### src/rtl/mv_rx_pkg.sv
package mv_rx_pkg;

  localparam int DATA_W = 8;
  localparam int IDX_W  = $clog2(DATA_W);

  typedef enum logic [1:0] {
    BIT_START = 2'd0,
    BIT_DATA  = 2'd1,
    BIT_PAR   = 2'd2,
    BIT_STOP  = 2'd3
  } bitKind_e;

  // Strobes from the timing control to the datapath
  typedef struct packed {
    logic             frameStart;
    logic             capA;
    logic             capB;
    logic             decide;
    bitKind_e         kind;
    logic [IDX_W-1:0] dataIdx;
  } rxStrobe_t;

endpackage

### src/rtl/mv_rx_fifo.sv
module mv_rx_fifo #(
  parameter int WIDTH = 10,
  parameter int DEPTH = 8
) (
  input  logic             clk,
  input  logic             rstN,
  input  logic             push,
  input  logic [WIDTH-1:0] pushWord,
  input  logic             pop,
  output logic [WIDTH-1:0] headWord,
  output logic             notEmpty
);
  localparam int PTR_W = (DEPTH > 1) ? $clog2(DEPTH) : 1;
  localparam int CNT_W = $clog2(DEPTH + 1);
  localparam logic [CNT_W-1:0] CNT_FULL = CNT_W'(DEPTH);
  localparam logic [PTR_W-1:0] PTR_LAST = PTR_W'(DEPTH - 1);

  logic [WIDTH-1:0] mem [DEPTH];
  logic [PTR_W-1:0] wrPtr, rdPtr;
  logic [CNT_W-1:0] count;
  logic full, flush, doPush, doPop;

  always_comb begin
    full     = (count == CNT_FULL);
    notEmpty = (count != '0);
    flush    = push && full && !pop;
    doPop    = pop && notEmpty;
    doPush   = push && !flush;
    headWord = mem[rdPtr];
  end

  always_ff @(posedge clk) begin
    if (doPush) mem[wrPtr] <= pushWord;
  end

  always_ff @(posedge clk or negedge rstN) begin
    if (!rstN) begin
      wrPtr <= '0;
      rdPtr <= '0;
      count <= '0;
    end else if (flush) begin
      wrPtr <= '0;
      rdPtr <= '0;
      count <= '0;
    end else begin
      if (doPush) wrPtr <= (wrPtr == PTR_LAST) ? '0 : wrPtr + PTR_W'(1);
      if (doPop)  rdPtr <= (rdPtr == PTR_LAST) ? '0 : rdPtr + PTR_W'(1);
      count <= count + CNT_W'(doPush) - CNT_W'(doPop);
    end
  end
endmodule

### src/rtl/mv_rx_ctrl.sv
module mv_rx_ctrl
  import mv_rx_pkg::*;
#(
  parameter int OVS = 16
) (
  input  logic      clk,
  input  logic      rstN,
  input  logic      tick16,
  input  logic      rxSync,
  input  logic      vote,
  input  logic      wordLen8,
  input  logic      parityEn,
  output rxStrobe_t strb,
  output logic      rxBusy
);
  localparam int CNT_W = $clog2(OVS + 1);
  localparam int BIT_W = $clog2(DATA_W + 4);
  localparam logic [CNT_W-1:0] SAMP_A   = CNT_W'(OVS / 2 - 1);
  localparam logic [CNT_W-1:0] SAMP_B   = CNT_W'(OVS / 2);
  localparam logic [CNT_W-1:0] SAMP_C   = CNT_W'(OVS / 2 + 1);
  localparam logic [CNT_W-1:0] SAMP_END = CNT_W'(OVS);
  localparam logic [CNT_W-1:0] SAMP_ONE = CNT_W'(1);
  localparam logic [BIT_W-1:0] LEN_LONG  = BIT_W'(DATA_W);
  localparam logic [BIT_W-1:0] LEN_SHORT = BIT_W'(DATA_W - 1);

  logic [CNT_W-1:0] sampCnt, nextSamp;
  logic [BIT_W-1:0] bitIdx, dataLen;
  logic busyQ, len8Q, parQ, rxPrev, startSeen, tickBusy, frameDone;
  bitKind_e kind;

  always_comb begin
    dataLen   = len8Q ? LEN_LONG : LEN_SHORT;
    nextSamp  = (sampCnt == SAMP_END) ? SAMP_ONE : sampCnt + SAMP_ONE;
    startSeen = !busyQ && tick16 && rxPrev && !rxSync;
    tickBusy  = busyQ && tick16;
    if (bitIdx == '0)                                 kind = BIT_START;
    else if (bitIdx <= dataLen)                       kind = BIT_DATA;
    else if (parQ && (bitIdx == dataLen + BIT_W'(1))) kind = BIT_PAR;
    else                                              kind = BIT_STOP;
    strb.frameStart = startSeen;
    strb.capA       = tickBusy && (nextSamp == SAMP_A);
    strb.capB       = tickBusy && (nextSamp == SAMP_B);
    strb.decide     = tickBusy && (nextSamp == SAMP_C);
    strb.kind       = kind;
    strb.dataIdx    = IDX_W'(bitIdx - BIT_W'(1));
    frameDone       = strb.decide && ((kind == BIT_START && vote) || kind == BIT_STOP);
    rxBusy          = busyQ;
  end

  always_ff @(posedge clk or negedge rstN) begin
    if (!rstN) begin
      busyQ   <= 1'b0;
      sampCnt <= '0;
      bitIdx  <= '0;
      len8Q   <= 1'b1;
      parQ    <= 1'b0;
      rxPrev  <= 1'b1;
    end else begin
      if (tick16) rxPrev <= rxSync;
      if (startSeen) begin
        busyQ   <= 1'b1;
        sampCnt <= SAMP_ONE;
        bitIdx  <= '0;
        len8Q   <= wordLen8;
        parQ    <= parityEn;
      end else if (tickBusy) begin
        sampCnt <= nextSamp;
        if (sampCnt == SAMP_END) bitIdx <= bitIdx + BIT_W'(1);
        if (frameDone) busyQ <= 1'b0;
      end
    end
  end
endmodule

### src/rtl/mv_rx_datapath.sv
module mv_rx_datapath
  import mv_rx_pkg::*;
#(
  parameter int DEPTH = 8
) (
  input  logic              clk,
  input  logic              rstN,
  input  logic              rxSync,
  input  rxStrobe_t         strb,
  input  logic              popReq,
  output logic              vote,
  output logic [DATA_W-1:0] rdData,
  output logic              rdParity,
  output logic              rdFrameErr,
  output logic              rdReady
);
  localparam int WORD_W = DATA_W + 2;

  logic sA, sB, parBit, push, notEmpty;
  logic [DATA_W-1:0] shiftReg;
  logic [WORD_W-1:0] pushWord, headWord;

  always_comb begin
    vote     = (sA & sB) | (sA & rxSync) | (sB & rxSync);
    push     = strb.decide && (strb.kind == BIT_STOP);
    pushWord = {!vote, parBit, shiftReg};
  end

  always_ff @(posedge clk or negedge rstN) begin
    if (!rstN) begin
      sA       <= 1'b1;
      sB       <= 1'b1;
      shiftReg <= '0;
      parBit   <= 1'b0;
    end else begin
      if (strb.frameStart) begin
        shiftReg <= '0;
        parBit   <= 1'b0;
      end
      if (strb.capA) sA <= rxSync;
      if (strb.capB) sB <= rxSync;
      if (strb.decide && strb.kind == BIT_DATA) shiftReg[strb.dataIdx] <= vote;
      if (strb.decide && strb.kind == BIT_PAR)  parBit <= vote;
    end
  end

  mv_rx_fifo #(.WIDTH(WORD_W), .DEPTH(DEPTH)) u_fifo (
    .clk      (clk),
    .rstN     (rstN),
    .push     (push),
    .pushWord (pushWord),
    .pop      (popReq),
    .headWord (headWord),
    .notEmpty (notEmpty)
  );

  always_comb begin
    rdReady    = notEmpty;
    rdData     = notEmpty ? headWord[DATA_W-1:0] : '0;
    rdParity   = notEmpty & headWord[DATA_W];
    rdFrameErr = notEmpty & headWord[DATA_W+1];
  end
endmodule

### src/rtl/mv_uart_rx.sv
module mv_uart_rx
  import mv_rx_pkg::*;
#(
  parameter int OVS   = 16,
  parameter int DEPTH = 8
) (
  input  logic              clk,
  input  logic              rstN,
  input  logic              tick16,
  input  logic              rxIn,
  input  logic              wordLen8,
  input  logic              parityEn,
  input  logic              popReq,
  output logic [DATA_W-1:0] rdData,
  output logic              rdParity,
  output logic              rdFrameErr,
  output logic              rdReady
);
  logic rxMeta, rxSync, vote, rxBusy;
  rxStrobe_t strb;

  always_ff @(posedge clk or negedge rstN) begin
    if (!rstN) begin
      rxMeta <= 1'b1;
      rxSync <= 1'b1;
    end else begin
      rxMeta <= rxIn;
      rxSync <= rxMeta;
    end
  end

  mv_rx_ctrl #(.OVS(OVS)) u_ctrl (
    .clk      (clk),
    .rstN     (rstN),
    .tick16   (tick16),
    .rxSync   (rxSync),
    .vote     (vote),
    .wordLen8 (wordLen8),
    .parityEn (parityEn),
    .strb     (strb),
    .rxBusy   (rxBusy)
  );

  mv_rx_datapath #(.DEPTH(DEPTH)) u_dp (
    .clk        (clk),
    .rstN       (rstN),
    .rxSync     (rxSync),
    .strb       (strb),
    .popReq     (popReq),
    .vote       (vote),
    .rdData     (rdData),
    .rdParity   (rdParity),
    .rdFrameErr (rdFrameErr),
    .rdReady    (rdReady)
  );
endmodule

### config.mk
export PLATFORM = sky130hd
export DESIGN_NAME = mv_uart_rx
export DESIGN_NICKNAME = d
export VERILOG_FILES = /design/src/rtl/mv_rx_pkg.sv /design/src/rtl/mv_rx_fifo.sv /design/src/rtl/mv_rx_ctrl.sv /design/src/rtl/mv_rx_datapath.sv /design/src/rtl/mv_uart_rx.sv
export SDC_FILE = /design/constraint.sdc
export NUM_CORES = 1
export LEC_CHECK = 0
export ABC_CLOCK_PERIOD_IN_PS = 7500
export BUFFER_PORTS_ARGS = -buffer_cell sky130_fd_sc_hd__buf_2
export CORE_ASPECT_RATIO = 0.8
export CORE_MARGIN = 2
export CORE_UTILIZATION = 28
export DETAILED_ROUTE_END_ITERATION = 16
export PLACE_DENSITY = 0.4
export RECOVER_POWER = 25
export SLEW_MARGIN = 10
export SYNTH_ARGS = -nofsm -noshare
export SYNTH_HDL_FRONTEND = slang
export SYNTH_SLANG_ARGS = --single-unit
### constraint.sdc
create_clock -name clk -period 7.5 [get_ports clk]
set_input_delay 1.875 -clock clk [delete_from_list [all_inputs] [get_ports clk]]
set_output_delay 1.875 -clock clk [all_outputs]
set_load 0.01 [all_outputs]
==> run metrics <==
placed cell area=around 5800 um^2; Slew Viols, Final=0; Max clock buf depth=2; skew final=a little over 9 ps; HP Class=flop to flop; full die area=approximately 20000 um^2; relative slew slack=approximately 21%; WL final=roughly 11000 um; Power Internal=roughly 1.4 mW; placed cells=roughly 620; reg2reg end=u_dp.u_fifo.mem[1][9]; Avg Cell Area, Syn=about 16 um^2; H-tree depth=4; worst r2r src=u_ctrl.bitIdx[0]; Port Buffers=17; Yosys top cell by area=edfxtp_1; met2 wire length=approximately 5200 um; Synthesis Warnings=0; Cell variety after synth=58; RSZ-0062 raised after global routing=false; die height=128 um; DR WL/cell=17.6 um; vias per std cell=4.51; Synth Flop Type=edfxtp_1; HP Start=rxMeta; Setup TNS Final=0 ps; reported max-cap violation count=0; drc violations=0; commonest non-fill, non-tap cells in the layout=edfxtp_1, dfrtp_1, nor2_1; share of the synthesized area in the top cell type=44.4%; TritonRoute pass-1 iters=4; hold path cells=0; top cells by area, synth=edfxtp_1, dfrtp_1, mux4_2, ha_1, mux2i_1; GPL Wtd Cong=about 0.69; Antenna Diode Count=0; PostCTS Resize Cnt=0; P&R area growth vs syn=17.0%; cell family with the largest share of critical-path delay=flip-flops; Crit. Startpoint=u_dp.u_fifo.rdPtr[1]; hold_buf cts=0; final hold vios=0; Syn Inst Count=about 350; worst path cell trace=mux4_2 -> mux2i_1 -> nor2_1 -> buf_2; most common cell after layout, fill and taps aside=edfxtp_1; CTS tree=built; Final period util=56.2%; Iter 0 DRT Violations=~180; vias=about 2900; met1 wire length=approximately 5800 um; GRT Overall Usage=between 10% and 20%; crit path time final=4210 ps; Critical Path Sink Type=primary output; grt ovf=0; slowest CP cell=dfrtp_1; post-route antenna net violation count=0; # clock sinks=~120; Cell Pwr Density=around 320 nW/um^2; status=finished clean; Post-synth EDFFs=80; fin nets=between 400 and 500; critical path class=flop to primary output; vias in the first global route=2993; Crit path buffers/inverters=1; post-synthesis register bit count=116; Layout Cells excl Fill=around 650; top layer in use=met4; r2r setup slk=between 4000 and 5000 ps; FF-to-FF path depth=7; DR WL met3=approximately 300 um; share of layout cells above drive strength 1=27.2%; # Post-CTS Setup Buffers=0; hpwl dp=approximately 7400 um; clk slew on worst S/H paths=around 60 ps; Die X-Extent=~160 um; syn_nets=375; initial antenna violation count=0; sequential fraction of design power=40.4%; part of the power in the clock network=roughly a third; Slew @ Worst Pin=1190 ps; core area=roughly 19000 um^2; Starting Density=28.5%; portion of total power attributed to combinational logic=about a quarter; WHS Endpoint=rxSync; Hold WS=350 ps; Worst Setup Start Kind=flop; slowest cell delay on critical path=1020 ps; Num CTS Buffers=17; IR drop worst, VDD=about 0.15 mV; switching power=roughly 0.6 mW; Async S/R FF share, synth=31.0%; Max Clock Freq=about 240 MHz; clock root buffer=clkbuf_16; crit-path max FO=22; post-route cell area=about 6300 um^2; first-pass GRT wire length=roughly 18000 um; Skew-Pair Late Insertion Delay=about 410 ps; Mapped Area=around 5400 um^2; Worst Path Required=5620 ps; leakage=2.28 nW; Setup Viol. Count Final=0; sw frac=29.9%; sequential share of the synthesized area=61.1%; largest net degree at the start of global routing=37; I/O pins=18; row count=45; CP arrival=around 2300 ps
[worst max-delay path by stage]
stage | endpoint | depth (start not counted)
global route | rdFrameErr | 4
floorplan | u_dp.u_fifo.count[2] | 13
global placement | u_dp.u_fifo.count[2] | 12
finish | rdFrameErr | 4
CTS | rdData[2] | 4
detailed placement | u_dp.u_fifo.mem[1][6] | 7
[layout make-up]
class                      count  area [um^2]
sequential                   116         3310
clock inverter                11         90.1
tap                          258          323
fill                        1857        12600
timing repair buffer          26          153
multi-input combinational    204         1980
inverter                      13         48.8
clock buffer                  19          433
[state kept, by name, summed over array words and instances, names as in the netlist, 3 cells and up]
register,flops
u_dp.u_fifo.mem,80
u_dp.shiftReg,8
u_dp.u_fifo.rdPtr,3
u_dp.u_fifo.wrPtr,3
u_ctrl.sampCnt,5
u_ctrl.bitIdx,4
u_dp.u_fifo.count,4
[worst register-to-register path, delay by kind of cell (launching register included)]
kind                     cells  cell delay (ps)
AND/OR/NAND/NOR              3             1290
flip-flops                   1              500
AO/OA/AOI/OAI                1              500
buffers and inverters        2              460
adder cells (fa/ha/maj)      1              330
[power groups by stage]
stage               sequential, mW  combinational [mW]  clock [mW]
floorplan                    0.780               0.430           0
global placement             0.836               0.506           0
detailed placement           0.836               0.508           0
CTS                          0.823               0.509       0.739
global route                 0.833               0.557       0.773
finish                       0.821               0.496       0.718
[kinds of logic (layout without fill, tap and decap cells)]
| family | after synthesis | count (layout) | synth area share, % |
|---|---|---|---|
| XOR/XNOR | 8 | 8 | 1.29 |
| buffers and inverters | 27 | 69 | 2.31 |
| adder cells (fa/ha/maj) | 21 | 21 | 4.99 |
| flip-flops | 116 | 116 | 61.1 |
| AO/OA/AOI/OAI | 34 | 34 | 5.34 |
| multiplexers | 45 | 45 | 13.5 |
| AND/OR/NAND/NOR | 96 | 96 | 11.4 |
[through the flow]
step	worst slack, ps	total power [mW]	util [%]
after floorplan	3360	1.21	-
after CTS	3180	2.07	33.4
final	3290	2.04	33.4
after global placement	3060	1.34	30.6
after global routing	3150	2.16	33.4
after detailed placement	2920	1.34	30.6
[routing by layer]
layer	up-vias	GRT usage, %
li1	1398	-
met1	1476	16.2
met2	33	18.5
met3	13	4.09
met4	0	3.90
met5	-	0
[Yosys cell counts (2+ instances only)]
| cell | count |
|---|---|
| nor3b_1 | 4 |
| edfxtp_1 | 80 |
| buf_6 | 2 |
| a31oi_1 | 2 |
| nor3_1 | 6 |
| nor4b_2 | 3 |
| a22o_1 | 3 |
| nand2b_1 | 5 |
| nor4_2 | 7 |
| clkbuf_1 | 6 |
| nand2_1 | 19 |
| o311ai_1 | 2 |
| o21ai_0 | 3 |
| or2_1 | 2 |
| inv_1 | 13 |
| mux2_2 | 3 |
| nor2b_1 | 4 |
| nand4_1 | 2 |
| nand3_1 | 5 |
| nand3b_1 | 3 |
| nor2_1 | 21 |
| o41ai_1 | 2 |
| xnor2_1 | 7 |
| a21oi_1 | 5 |
| mux2i_1 | 18 |
| ha_1 | 20 |
| mux4_2 | 20 |
| buf_2 | 4 |
| dfstp_2 | 6 |
| a32o_1 | 2 |
| dfrtp_1 | 30 |
| a21o_1 | 5 |
| and2_1 | 5 |
| mux2_4 | 3 |
| and4bb_2 | 2 |
No activity file was read; power rests on OpenSTA's default activity.
